<file path="config.mk">
export PLATFORM = sky130hd
export DESIGN_NAME = rx_fill_watch
export DESIGN_NICKNAME = d
export VERILOG_FILES = /design/src/rtl/rxlvl_pkg.sv /design/src/rtl/rxlvl_cfg.sv /design/src/rtl/rxlvl_thresh.sv /design/src/rtl/rxlvl_edge.sv /design/src/rtl/rxlvl_rts.sv /design/src/rtl/rx_fill_watch.sv
export SDC_FILE = /design/constraint.sdc
export NUM_CORES = 1
export LEC_CHECK = 0
export BUFFER_PORTS_ARGS = -buffer_cell sky130_fd_sc_hd__buf_2
export CAP_MARGIN = 20
export CORE_MARGIN = 2
export CORE_UTILIZATION = 40
export DETAILED_ROUTE_END_ITERATION = 10
export PLACE_DENSITY_LB_ADDON = 0.15
export SLEW_MARGIN = 15
export SYNTH_ARGS = -nofsm -noshare
export SYNTH_HDL_FRONTEND = slang
export SYNTH_SLANG_ARGS = --single-unit
</file>
<file path="constraint.sdc">
create_clock -name clk -period 1.9 [get_ports clk]
set_input_delay 0.095 -clock clk [delete_from_list [all_inputs] [get_ports clk]]
set_output_delay 0.095 -clock clk [all_outputs]
set_load 0.01 [all_outputs]
</file>
<file path="src/rtl/rxlvl_pkg.sv">
package rxlvl_pkg;

  // Decision taken by the RTS controller for the next cycle.
  typedef enum logic [2:0] {
    RTS_FOLLOW_SW = 3'd0,
    RTS_FREE      = 3'd1,
    RTS_THROTTLE  = 3'd2,
    RTS_RESUME    = 3'd3,
    RTS_HOLD      = 3'd4
  } rts_action_e;

endpackage

</file>
<file path="src/rtl/rxlvl_cfg.sv">
module rxlvl_cfg #(
  parameter int LVL_W    = 6,
  parameter int TRIG_RST = 32
) (
  input  logic             clk,
  input  logic             rst_n,
  input  logic             cfg_we,
  input  logic [LVL_W-1:0] trig_in,
  input  logic [LVL_W-1:0] fdel_in,
  output logic [LVL_W-1:0] trig_q,
  output logic [LVL_W-1:0] fdel_q
);

  localparam logic [LVL_W-1:0] TRIG_INIT = LVL_W'(TRIG_RST);

  logic [LVL_W-1:0] trig_d;
  logic [LVL_W-1:0] fdel_d;

  always_comb begin
    trig_d = trig_q;
    fdel_d = fdel_q;
    if (cfg_we) begin
      trig_d = trig_in;
      fdel_d = fdel_in;
    end
  end

  always_ff @(posedge clk or negedge rst_n) begin
    if (!rst_n) begin
      trig_q <= TRIG_INIT;
      fdel_q <= '0;
    end else if (cfg_we) begin
      trig_q <= trig_d;
      fdel_q <= fdel_d;
    end
  end

endmodule

</file>
<file path="src/rtl/rxlvl_thresh.sv">
module rxlvl_thresh #(
  parameter int LVL_W  = 6,
  parameter int MIN_EN = 1
) (
  input  logic             clk,
  input  logic             rst_n,
  input  logic [LVL_W-1:0] level,
  input  logic [LVL_W-1:0] thr,
  output logic             hit,
  output logic             flag_q
);

  localparam logic [LVL_W-1:0] THR_MIN = LVL_W'(MIN_EN);

  logic thr_en;
  logic flag_d;

  always_comb begin
    thr_en = (thr >= THR_MIN);
    hit    = thr_en && (level >= thr);
    flag_d = hit;
  end

  always_ff @(posedge clk or negedge rst_n) begin
    if (!rst_n) flag_q <= 1'b0;
    else        flag_q <= flag_d;
  end

endmodule

</file>
<file path="src/rtl/rxlvl_edge.sv">
module rxlvl_edge (
  input  logic clk,
  input  logic rst_n,
  input  logic d_next,
  input  logic d_now,
  output logic rise_q
);

  logic rise_d;

  always_comb rise_d = d_next && !d_now;

  always_ff @(posedge clk or negedge rst_n) begin
    if (!rst_n) rise_q <= 1'b0;
    else        rise_q <= rise_d;
  end

endmodule

</file>
<file path="src/rtl/rxlvl_rts.sv">
module rxlvl_rts
  import rxlvl_pkg::*;
#(
  parameter int LVL_W  = 6,
  parameter int HYST   = 4,
  parameter int MIN_FD = 4
) (
  input  logic             clk,
  input  logic             rst_n,
  input  logic [LVL_W-1:0] level,
  input  logic [LVL_W-1:0] fdel_q,
  input  logic             fd_hit,
  input  logic             fc_mode_en,
  input  logic             sw_rts,
  output logic             rts_n
);

  localparam int               EXT_W    = LVL_W + 1;
  localparam logic [EXT_W-1:0] HYST_EXT = EXT_W'(HYST);
  localparam logic [LVL_W-1:0] FD_MIN   = LVL_W'(MIN_FD);

  rts_action_e      act;
  logic             fd_en;
  logic [EXT_W-1:0] lvl_plus;
  logic             below_band;
  logic             rts_on_q;
  logic             rts_on_d;

  always_comb begin
    fd_en      = (fdel_q >= FD_MIN);
    lvl_plus   = {1'b0, level} + HYST_EXT;
    below_band = !fd_hit && (lvl_plus <= {1'b0, fdel_q});
    if (!fc_mode_en)     act = RTS_FOLLOW_SW;
    else if (!fd_en)     act = RTS_FREE;
    else if (fd_hit)     act = RTS_THROTTLE;
    else if (below_band) act = RTS_RESUME;
    else                 act = RTS_HOLD;
  end

  always_comb begin
    unique case (act)
      RTS_FOLLOW_SW: rts_on_d = sw_rts;
      RTS_FREE:      rts_on_d = 1'b1;
      RTS_THROTTLE:  rts_on_d = 1'b0;
      RTS_RESUME:    rts_on_d = 1'b1;
      default:       rts_on_d = rts_on_q;
    endcase
  end

  always_ff @(posedge clk or negedge rst_n) begin
    if (!rst_n) rts_on_q <= 1'b0;
    else        rts_on_q <= rts_on_d;
  end

  assign rts_n = !rts_on_q;

endmodule

</file>
<file path="src/rtl/rx_fill_watch.sv">
module rx_fill_watch #(
  parameter int LVL_W    = 6,
  parameter int HYST     = 4,
  parameter int MIN_FD   = 4,
  parameter int TRIG_RST = 32
) (
  input  logic             clk,
  input  logic             rst_n,
  input  logic [LVL_W-1:0] fill_lvl,
  input  logic             cfg_we,
  input  logic [LVL_W-1:0] trig_lvl,
  input  logic [LVL_W-1:0] fdel_lvl,
  input  logic             fc_mode_en,
  input  logic             sw_rts,
  output logic             rts_n,
  output logic             trig_flag,
  output logic             trig_evt,
  output logic             fdel_flag
);

  logic [LVL_W-1:0] trig_q;
  logic [LVL_W-1:0] fdel_q;
  logic             trig_hit;
  logic             fd_hit;

  rxlvl_cfg #(.LVL_W(LVL_W), .TRIG_RST(TRIG_RST)) u_cfg (
    .clk(clk), .rst_n(rst_n), .cfg_we(cfg_we),
    .trig_in(trig_lvl), .fdel_in(fdel_lvl),
    .trig_q(trig_q), .fdel_q(fdel_q)
  );

  rxlvl_thresh #(.LVL_W(LVL_W), .MIN_EN(1)) u_trig (
    .clk(clk), .rst_n(rst_n), .level(fill_lvl), .thr(trig_q),
    .hit(trig_hit), .flag_q(trig_flag)
  );

  rxlvl_thresh #(.LVL_W(LVL_W), .MIN_EN(MIN_FD)) u_fdel (
    .clk(clk), .rst_n(rst_n), .level(fill_lvl), .thr(fdel_q),
    .hit(fd_hit), .flag_q(fdel_flag)
  );

  rxlvl_edge u_evt (
    .clk(clk), .rst_n(rst_n), .d_next(trig_hit), .d_now(trig_flag),
    .rise_q(trig_evt)
  );

  rxlvl_rts #(.LVL_W(LVL_W), .HYST(HYST), .MIN_FD(MIN_FD)) u_rts (
    .clk(clk), .rst_n(rst_n), .level(fill_lvl), .fdel_q(fdel_q),
    .fd_hit(fd_hit), .fc_mode_en(fc_mode_en), .sw_rts(sw_rts),
    .rts_n(rts_n)
  );

endmodule

</file>
==> results of run 1 <==
-- power breakdown --
part	leakage, nW	switching (mW)	internal, mW	total (mW)
Sequential	0.192	0.0132	0.380	0.394
Clock	0.0210	0.119	0.117	0.236
Combinational	0.460	0.131	0.123	0.255
Total	0.673	0.264	0.621	0.884
-- worst register-to-register path: cells and delay by family (launching register included) --
kind | cells | cell delay, ps
buf+inv | 1 | 70
fa+ha+maj | 1 | 280
compound gates | 1 | 190
flops | 1 | 340
simple gates | 3 | 810
-- cells by family (layout without fill, tap and decap cells) --
kind of cell	after synthesis	after routing	synth area share [%]
fa+ha+maj	17	17	21.1
xor+xnor	2	2	1.74
buf+inv	15	51	5.58
flops	16	16	39.8
simple gates	27	27	13.8
mux	2	2	2.23
compound gates	26	26	15.9
-- placed cells by master (no fill, tap or decap), types with 2 or more instances in the layout --
cell and instances:
clkbuf_4 3, buf_4 3, mux2_2 2, a21oi_1 5, inv_1 13, o21ai_0 12
dfrtp_1 15, nand2_1 15, a21o_1 2, dlygate4sd3_1 5, buf_2 26, ha_1 16
nor2b_1 2
-- flip-flops by register name, indices dropped and copies added (netlist names) --
name,flops
u_trig.flag_q,1
u_cfg.trig_q,6
u_rts.rts_on_q,1
u_evt.rise_q,1
u_fdel.flag_q,1
u_cfg.fdel_q,6
-- metrics by stage --
stage | setup WS [ps] | cell area (um^2) | total power [mW]
after floorplan | 212 | 1010 | 0.552
after global placement | 69.7 | 1190 | 0.636
after detailed placement | -9.05 | 1190 | 0.646
after CTS | 105 | 1280 | 0.892
after global routing | 25.9 | 1290 | 0.944
final | 132 | 1290 | 0.884
-- timing repair --
item	in CTS	in global routing
gates resized for setup	0	1
setup endpoints to repair	0	1
hold buffers	5	0
setup buffers	0	0
endpoints found under the hold margin	19	0
-- metal layers --
layer	vias to the layer above	global-route usage, %	share of wire, %
li1	439	-	-
met4	0	9.17	2.4
met3	7	2.73	4.1
met5	-	0	0
met1	376	21.3	45
met2	22	27.1	48
-- layout make-up --
cell class | instances | area [um^2]
Clock buffer | 4 | 36.3
Fill cell | 240 | 1140
Inverter | 13 | 48.8
Multi-Input combinational cell | 74 | 564
Sequential cell | 16 | 402
Tap cell | 30 | 37.5
Timing Repair Buffer | 34 | 203
-- how the worst min path moves through the flow --
stage / end / slack (ps) / cells after the start
after global routing: u_cfg.fdel_q[2] / 3 / 3
after floorplan: u_cfg.fdel_q[0] / -200 / 0
after detailed placement: u_fdel.flag_q / 40 / 1
final: u_cfg.trig_q[1] / 4 / 3
after CTS: u_cfg.trig_q[3] / 2 / 3
after global placement: u_fdel.flag_q / 30 / 1
==> out/metrics.yaml, run 1 <==
crit_path_start_kind: "register"
timing.rr.start: "u_cfg.fdel_q[2]"
via_per_inst: 4.94
synth_top_area_share_pct: 37.2
report.final.slew_viol_count: 0
drive_gt1_share_pct: 29.1
final-instance-count-excl-fill: 171
synthTopCellsByArea: "dfrtp_1 (37%), ha_1 (21%), o21ai_0 (5.9%)"
tns_ps: 0
start_util_pct: 41.5
antenna_found_initial: 0
grt_pass1_wl_um: 3520
peakVddDrop_mv: 0.456
clk_latency_ps: 290
avgSynthCellArea_um2: 9.62
yosys_register_bits: 16
worstRegToRegCells: 6
wl_per_cell_um: 12.2
area_delta_synth_final_pct: 27.9
p_per_area_mw_per_mm2: 685
leakagePower_nw: 0.673
critical_path_class: "reg -> reg"
yosysSeqAreaShare_pct: 39.8
crit_buf_inv: 1
row_count: 18
clk_pin_slew_ps: 100
antenna_left: 0
cp.arrival_ps: 1980
gp_congestion: 0.862
fmax_ghz: 0.565
die_area_mm2: 0.00294
drt-initial-drc-count: 7
core_mm2: 0.00243
ys_warn_count: 0
async_reset_ff_share_pct: 100
die_h_um: 54.2
synth_edf_count: 0
slowest_stage: "or4_1"
critPathRequiredTime_ps: 2110
grt_overflow_total: 0
synthesis.nets: 145
cp_max_fo: 3
cts_made_buffers: 3
vias: 844
cp.depth: 6
cp-endpoint: "u_rts.rts_on_q"
worst_pin_slew_ps: 354
synth.distinct_cells: 30
grt_max_degree: 23
htreeDepth: 1
grt_util_all_layers_pct: 16.8
fin_crit_ps: 1770
synth_common_cells: "ha_1 (17), dfrtp_1 (15), nand2_1 (15)"
io_pins: 27
dpl.cell_count: 162
synthFlopType: "dfrtp_1"
tritoncts: "yes"
skew_ps: 2.89
final_util_pct: 53.1
drc_errors: 0
holdWs_ps: 4.01
clockBufferDepth: 2
rsz0062_at_grt: "no"
crit_path_end_kind: "register"
r2r_end: "u_rts.rts_on_q"
r2r_slack_ps: 130
n_antenna_cell: 0
syn_area_mm2: 0.00101
min-delay-path-class: "in -> reg"
cap_violations: 0
fin_nets: 182
clock_sinks: 16
netlist_instances: 105
crit_chain: "inv_1, ha_4, nand2_1, or4_1, and4_4, a221oi_2"
synth_top_area_cell: "dfrtp_1"
finalHoldViolCount: 0
die_x_um: 54.2
io_buffer_count: 26
cts-root-buf: "clkbuf_4"
grt_pass1_vias: 849
status: "complete, no violations"
min_period_over_period_pct: 93.1
slew_headroom_pct: 76.4
critical_path.top_delay_family: "simple AND/OR/NAND/NOR gates"
hp-start: "trig_lvl[1]"
crit_path_max_incr_delay_ps: 530
synth.most_common_cell: "ha_1"
wl_um: 2080
dp_hpwl_um: 1670
first_pass_iters: 4
setup_viol: 0
cp-startpoint: "u_cfg.fdel_q[2]"
Note: power is estimated with default switching activity, not from simulation.
==> run 2: changes to the inputs <==
- ABC_AREA: not set -> 1
==> run 2 against run 1 <==
- the run now ends with hold timing left
- synthesized cell count grew 43%
- combinational power rose by 11%
- via count up 17%
- core utilization decreased by 1.8 points
- critical endpoint is now u_trig.flag_q
- largest cell class unchanged
- largest power group unchanged
==> out/metrics.yaml, run 2 <==
status: "finished with violations"
violations: "hold timing"
report.final.slew_viol_count: 0  # unchanged
synth.most_common_cell: "nand2_1"
synth_top_area_cell: "dfrtp_1"
syn_area_mm2: 0.00111  # +10%
rsz0062_at_grt: "no"
drt-initial-drc-count: 22  # +15
antenna_left: 0  # unchanged
cts-root-buf: "clkbuf_4"
io_buffer_count: 26  # unchanged
crit_path_end_kind: "register"
holdWs_ps: -0.288  # -4.30 ps
pre_cts_ws_ps: 418  # +427 ps
clk_pin_slew_ps: 100  # about the same
cp.arrival_ps: 1630  # -350 ps
leakagePower_nw: 0.814  # +21%
grt_max_degree: 24  # +4.3%
grt_util_all_layers_pct: 17.1  # +0.28 points
wl_per_cell_um: 10.6  # -13%
grt_pass1_vias: 1037  # +22%
synth_edf_count: 0  # unchanged
n_antenna_cell: 0  # unchanged
dp_hpwl_um: 1780  # +6.6%
skew_ps: 4.70  # +1.81 ps
tritoncts: "yes"
synth_common_cells: "nand2_1 (39), inv_1 (32), ha_1 (17)"
crit_path_start_kind: "register"
yosysSeqAreaShare_pct: 36.1  # -3.7 points
slew_headroom_pct: 74.3  # -2.1 points
fmax_ghz: 0.697  # +23%
ys_warn_count: 0  # unchanged
worst_pin_slew_ps: 386  # +31.9 ps
final_area_mm2: 0.00139  # +7.6%
drc_errors: 0  # unchanged
avgSynthCellArea_um2: 7.42  # -23%
die_area_mm2: 0.00322  # +9.5%
via_per_inst: 4.57  # -7.5%
drive_gt1_share_pct: 17.7  # -11 points
clk_latency_ps: 290  # about the same
min_period_over_period_pct: 75.5  # -18 points
p_per_area_mw_per_mm2: 655  # -4.4%
peakVddDrop_mv: 0.487  # +6.9%
top_regs: "u_cfg.fdel_q: 6 flops, u_cfg.trig_q: 6 flops"
tns_ps: 0  # unchanged
vias: 991  # +17%
finalHoldViolCount: 1  # +1
gp_congestion: 0.786  # -8.8%
fin_nets: 227  # +25%
die_h_um: 56.8  # +4.6%
clockBufferDepth: 2  # unchanged
synthTopCellsByArea: "dfrtp_1 (34%), ha_1 (19%), nand2_1 (13%)"
mostFrequentLayoutCell: "nand2_1"
die_x_um: 56.8  # +4.6%
first_pass_iters: 4  # unchanged
n_fill_cell: 272  # +13%
critPathRequiredTime_ps: 2100  # about the same
antenna_found_initial: 0  # unchanged
cap_violations: 0  # unchanged
place_area_mm2: 0.00127  # +6.7%
grt_overflow_total: 0  # unchanged
row_count: 19  # +1
setup_viol: 0  # unchanged
htreeDepth: 1  # unchanged
synth_top_area_share_pct: 33.7  # -3.5 points
cts_made_buffers: 3  # unchanged
core_mm2: 0.00271  # +11%
netlist_instances: 150  # +43%
start_util_pct: 41.1  # -0.42 points
wl_um: 2300  # +11%
grt_pass1_wl_um: 4250  # +21%
cp_max_fo: 2  # -1
clock_sinks: 16  # unchanged
synthFlopType: "dfrtp_1"
layout_setup_ws_ps: 466  # +335 ps
layout_common_cells: "nand2_1 (39), inv_1 (32), buf_2 (26)"
synth.distinct_cells: 17  # -43%
area_delta_synth_final_pct: 24.7
io_pins: 27  # unchanged
synthesis.nets: 190  # +31%
fin_crit_ps: 1430  # -335 ps
finalPower_uw: 910  # +2.9%
async_reset_ff_share_pct: 100  # unchanged
min-delay-path-class: "in -> reg"
critical_path_class: "reg -> reg"
yosys_register_bits: 16  # unchanged
[run 2: cell types whose count changed after synthesis, sizes merged, moves of 2 or more]
cell / before / now
a21o: 2 / 0
a21oi: 5 / 3
a221oi: 2 / 0
and3: 2 / 0
inv: 13 / 32
nand2: 15 / 39
nand3: 1 / 8
nand4: 1 / 3
nor2: 1 / 13
nor2b: 2 / 0
[run 2: worst max-delay path, stage by stage, from the launching register on]
cell and delay, ps:
dfstp_2 540, inv_1 50, ha_1 280, nand2_1 100, inv_1 50, o21ai_0 70, nand4_1 110, nand2_1 100
inv_1 50
[run 2: cell families after synthesis]
| family | synth area share [%] |
|---|---|
| and+or+nand+nor | 23.0 |
| buffers and inverters | 12.0 |
| AOI/OAI and AO/OA | 7.19 |
| DFF | 36.1 |
| adders and majority gates | 19.1 |
| xor gates and xnor gates | 1.57 |
| muxes | 1.01 |
[run 2: through the flow]
step,std cells,util (%)
CTS,217,51.2
floorplan,150,-
finish,217,51.2
global placement,205,47.0
detailed placement,205,47.0
global route,217,51.2
[run 2: what timing repair did]
item	4_1_cts	5_1_grt
hold buffers	8	0
hold endpoints to repair	22	0
buffers inserted	0	0
gates resized for setup	0	0
[run 2: worst paths after layout]
check,from,endpoint,slack [ps],cells after the start
setup / recovery,u_cfg.trig_q[5],u_trig.flag_q,470,8
hold / removal,trig_lvl[5],u_cfg.trig_q[5],-0.3,3
setup reg to reg,u_cfg.trig_q[5],u_trig.flag_q,470,8
hold reg to reg,u_trig.flag_q,u_evt.rise_q,450,1
max in group asynchronous,rst_n,u_cfg.trig_q[5],1340,2
min in group asynchronous,rst_n,u_trig.flag_q,240,2
[run 2: report_power, final]
group          total (mW)  switching, mW  leakage (nW)  internal [mW]
clock               0.233          0.116        0.0210          0.117
combinational       0.282          0.163         0.601          0.119
sequential          0.395         0.0144         0.192          0.380
[run 2: cell type report]
type / count / area (um^2) / area share, %
sequential: 16 / 402 / 28.9
tap: 31 / 38.8 / 2.79
clock buffer: 4 / 36.3 / 2.61
timing repair buffer: 34 / 210 / 15.1
inverter: 33 / 124 / 8.92
multi-input combinational: 99 / 578 / 41.6
[run 2: per-layer routing]
layer / up-vias / GRT usage [%] / part of all wire (%)
met5: - / 0 / 0
met4: 0 / 7.97 / 2.2
met3: 5 / 2.30 / 3.7
met2: 20 / 28.6 / 45
met1: 431 / 21.7 / 49
li1: 535 / - / -
==> run 3: changes to the inputs <==
- clock period: 1.9 -> 1.16 ns (I/O delays scaled with it)
==> run 3 against run 2 <==
- the flow finishes with violations (hold timing, setup timing)
- clock skew down 3.0 ps
- maximum frequency up 7.2%
- clock power up 64%
- non-clock buffer count up 21
- largest cell class unchanged
==> out/metrics.yaml, run 3 (same netlist as run 2, synthesis figures left out) <==
grt_overflow_total: 0  # unchanged
wl_per_cell_um: 10.8  # +1.5%
crit_path_max_incr_delay_ps: 550  # about the same
peakVddDrop_mv: 0.690  # +42%
tritoncts: "yes"
timing.rr.start: "u_cfg.trig_q[5]"
layout_common_cells: "nand2_1 (31), buf_2 (26), inv_1 (24)"
mostFrequentLayoutCell: "nand2_1"
fmax_ghz: 0.748  # +7.2%
grt_max_degree: 19  # -21%
via_per_inst: 4.62  # +1.2%
holdWs_ps: -6.60  # -6.32 ps
grt_pass1_vias: 1070  # +3.2%
vias: 1100  # +11%
io_pins: 27  # unchanged
wl_met3_um: 110  # +29%
grt_util_all_layers_pct: 17.6  # +0.48 points
cp_max_fo: 2  # unchanged
fin_nets: 248  # +9.3%
start_util_pct: 41.1  # unchanged
slowest_stage: "dfstp_2"
p_comb_share_pct: 38.9  # +7.9 points
fin_crit_ps: 1340  # -95.9 ps
report.final.slew_viol_count: 0  # unchanged
layout_setup_ws_ps: -178  # -644 ps
cp.arrival_ps: 1570  # -60 ps
met1Wirelength_um: 1160  # +2.4%
first_pass_iters: 4  # unchanged
clk_pin_slew_ps: 100  # about the same
slew_headroom_pct: 74.5  # +0.27 points
switching_share_pct: 32.5  # +0.23 points
final-instance-count-excl-fill: 238  # +9.7%
critical_path_class: "reg -> reg"
worst_pin_slew_ps: 382  # -4.01 ps
r2r_end: "u_evt.rise_q"
r2r_slack_ps: -180  # -640 ps
grt_pass1_wl_um: 4420  # +3.9%
top_regs: "u_cfg.fdel_q: 6 flops, u_cfg.trig_q: 6 flops"
die_h_um: 56.8  # unchanged
antenna_left: 0  # unchanged
skew_ps: 1.75  # -2.95 ps
crit_path_frequent_cell: "nor2_1"
cap_violations: 0  # unchanged
crit_buf_inv: 1  # -2
gp_congestion: 0.791  # +0.56%
setup_viol: 4  # +4
critPathRequiredTime_ps: 1390  # -710 ps
htreeDepth: 1  # unchanged
leakagePower_nw: 0.917  # +13%
finalHoldViolCount: 1  # unchanged
status: "finished with violations"
core_mm2: 0.00271  # unchanged
hold_end: "u_cfg.trig_q[3]"
antenna_found_initial: 0  # unchanged
io_buffer_count: 26  # unchanged
n_antenna_cell: 0  # unchanged
row_count: 19  # unchanged
rsz0062_at_grt: "yes"
route.met2.wl_um: 1280  # +24%
min_path_cells: 3  # unchanged
drt-initial-drc-count: 29  # +32%
clk_latency_ps: 290  # about the same
min_period_over_period_pct: 115  # +40 points
crit_chain: "inv_2, ha_4, nand2_4, nor2_1, o21ai_1, nand4_1, nand2_1, nor2_1"
clockBufferDepth: 2  # unchanged
crit_path_end_kind: "register"
top_layer: "met4"
cts-root-buf: "clkbuf_4"
p_switching_uw: 548  # +87%
final_util_pct: 64.3  # +13 points
worstRegToRegCells: 8  # unchanged
die_area_mm2: 0.00322  # unchanged
power_frac_seq_pct: 38.4  # -5.0 points
dpl.cell_count: 216  # +5.4%
clock_sinks: 16  # unchanged
dp_hpwl_um: 1960  # +10%
violations: "hold timing, setup timing"
critical_path.top_delay_family: "flip-flops"
p_per_area_mw_per_mm2: 969  # +48%
area_delta_synth_final_pct: 56.5
power_frac_clock_pct: 22.7  # -2.9 points
cts_made_buffers: 3  # unchanged
drive_gt1_share_pct: 36.7  # +19 points
hp-start: "trig_lvl[3]"
crit_path_start_kind: "register"
drc_errors: 0  # unchanged
wl_um: 2570  # +11%
p_int_mw: 1.14  # +85%
min-delay-path-class: "in -> reg"
die_x_um: 56.8  # unchanged
## run 3: worst max path at each step
stage | depth (start not counted) | from | end
after global routing | 8 | u_cfg.trig_q[5] | u_evt.rise_q
after global placement | 11 | fill_lvl[2] | u_rts.rts_on_q
final | 8 | u_cfg.trig_q[5] | u_evt.rise_q
after floorplan | 8 | u_cfg.trig_q[5] | u_evt.rise_q
after CTS | 8 | u_cfg.trig_q[5] | u_evt.rise_q
after detailed placement | 11 | fill_lvl[3] | u_rts.rts_on_q
## run 3: layer usage
metal / GRT usage (%) / up-vias
li1: - / 576
met1: 20.6 / 501
met2: 31.6 / 21
met3: 5.07 / 2
met4: 3.65 / 0
met5: 0 / -
## run 3: power by group through the flow
stage	logic (mW)	registers [mW]	clock network (mW)
finish	0.657	0.649	0.383
global route	0.750	0.654	0.419
CTS	0.610	0.649	0.395
detailed placement	0.554	0.659	0
global placement	0.539	0.659	0
floorplan	0.344	0.669	0
## run 3: per-stage QoR
step	setup slack, ps	setup TNS, ps	area (um^2)	power, mW
2_1_floorplan	-103	-220	1230	1.01
3_3_place_gp	-213	-577	1470	1.20
3_5_place_dp	-224	-630	1470	1.21
4_1_cts	-183	-584	1680	1.65
5_1_grt	-254	-816	1740	1.82
6_report	-178	-533	1740	1.69
## run 3: worst min-delay path, stage by stage
cell,delay (ps)
buf_2,70
nand2_1,40
o21ai_0,80
## run 3: repair_timing
item,4_1_cts,5_1_grt
pin swaps,4,4
hold buffers,15,0
endpoints found under the hold margin,28,0
setup endpoints to repair,4,4
gates resized for setup,2,11
setup buffers,1,2
## run 3: area by class of cell
type	instances	area, um^2
inverter	33	124
sequential	16	402
fill	236	967
clock buffer	4	36.3
timing repair buffer	55	385
tap	31	38.8
multi-input combinational	99	757
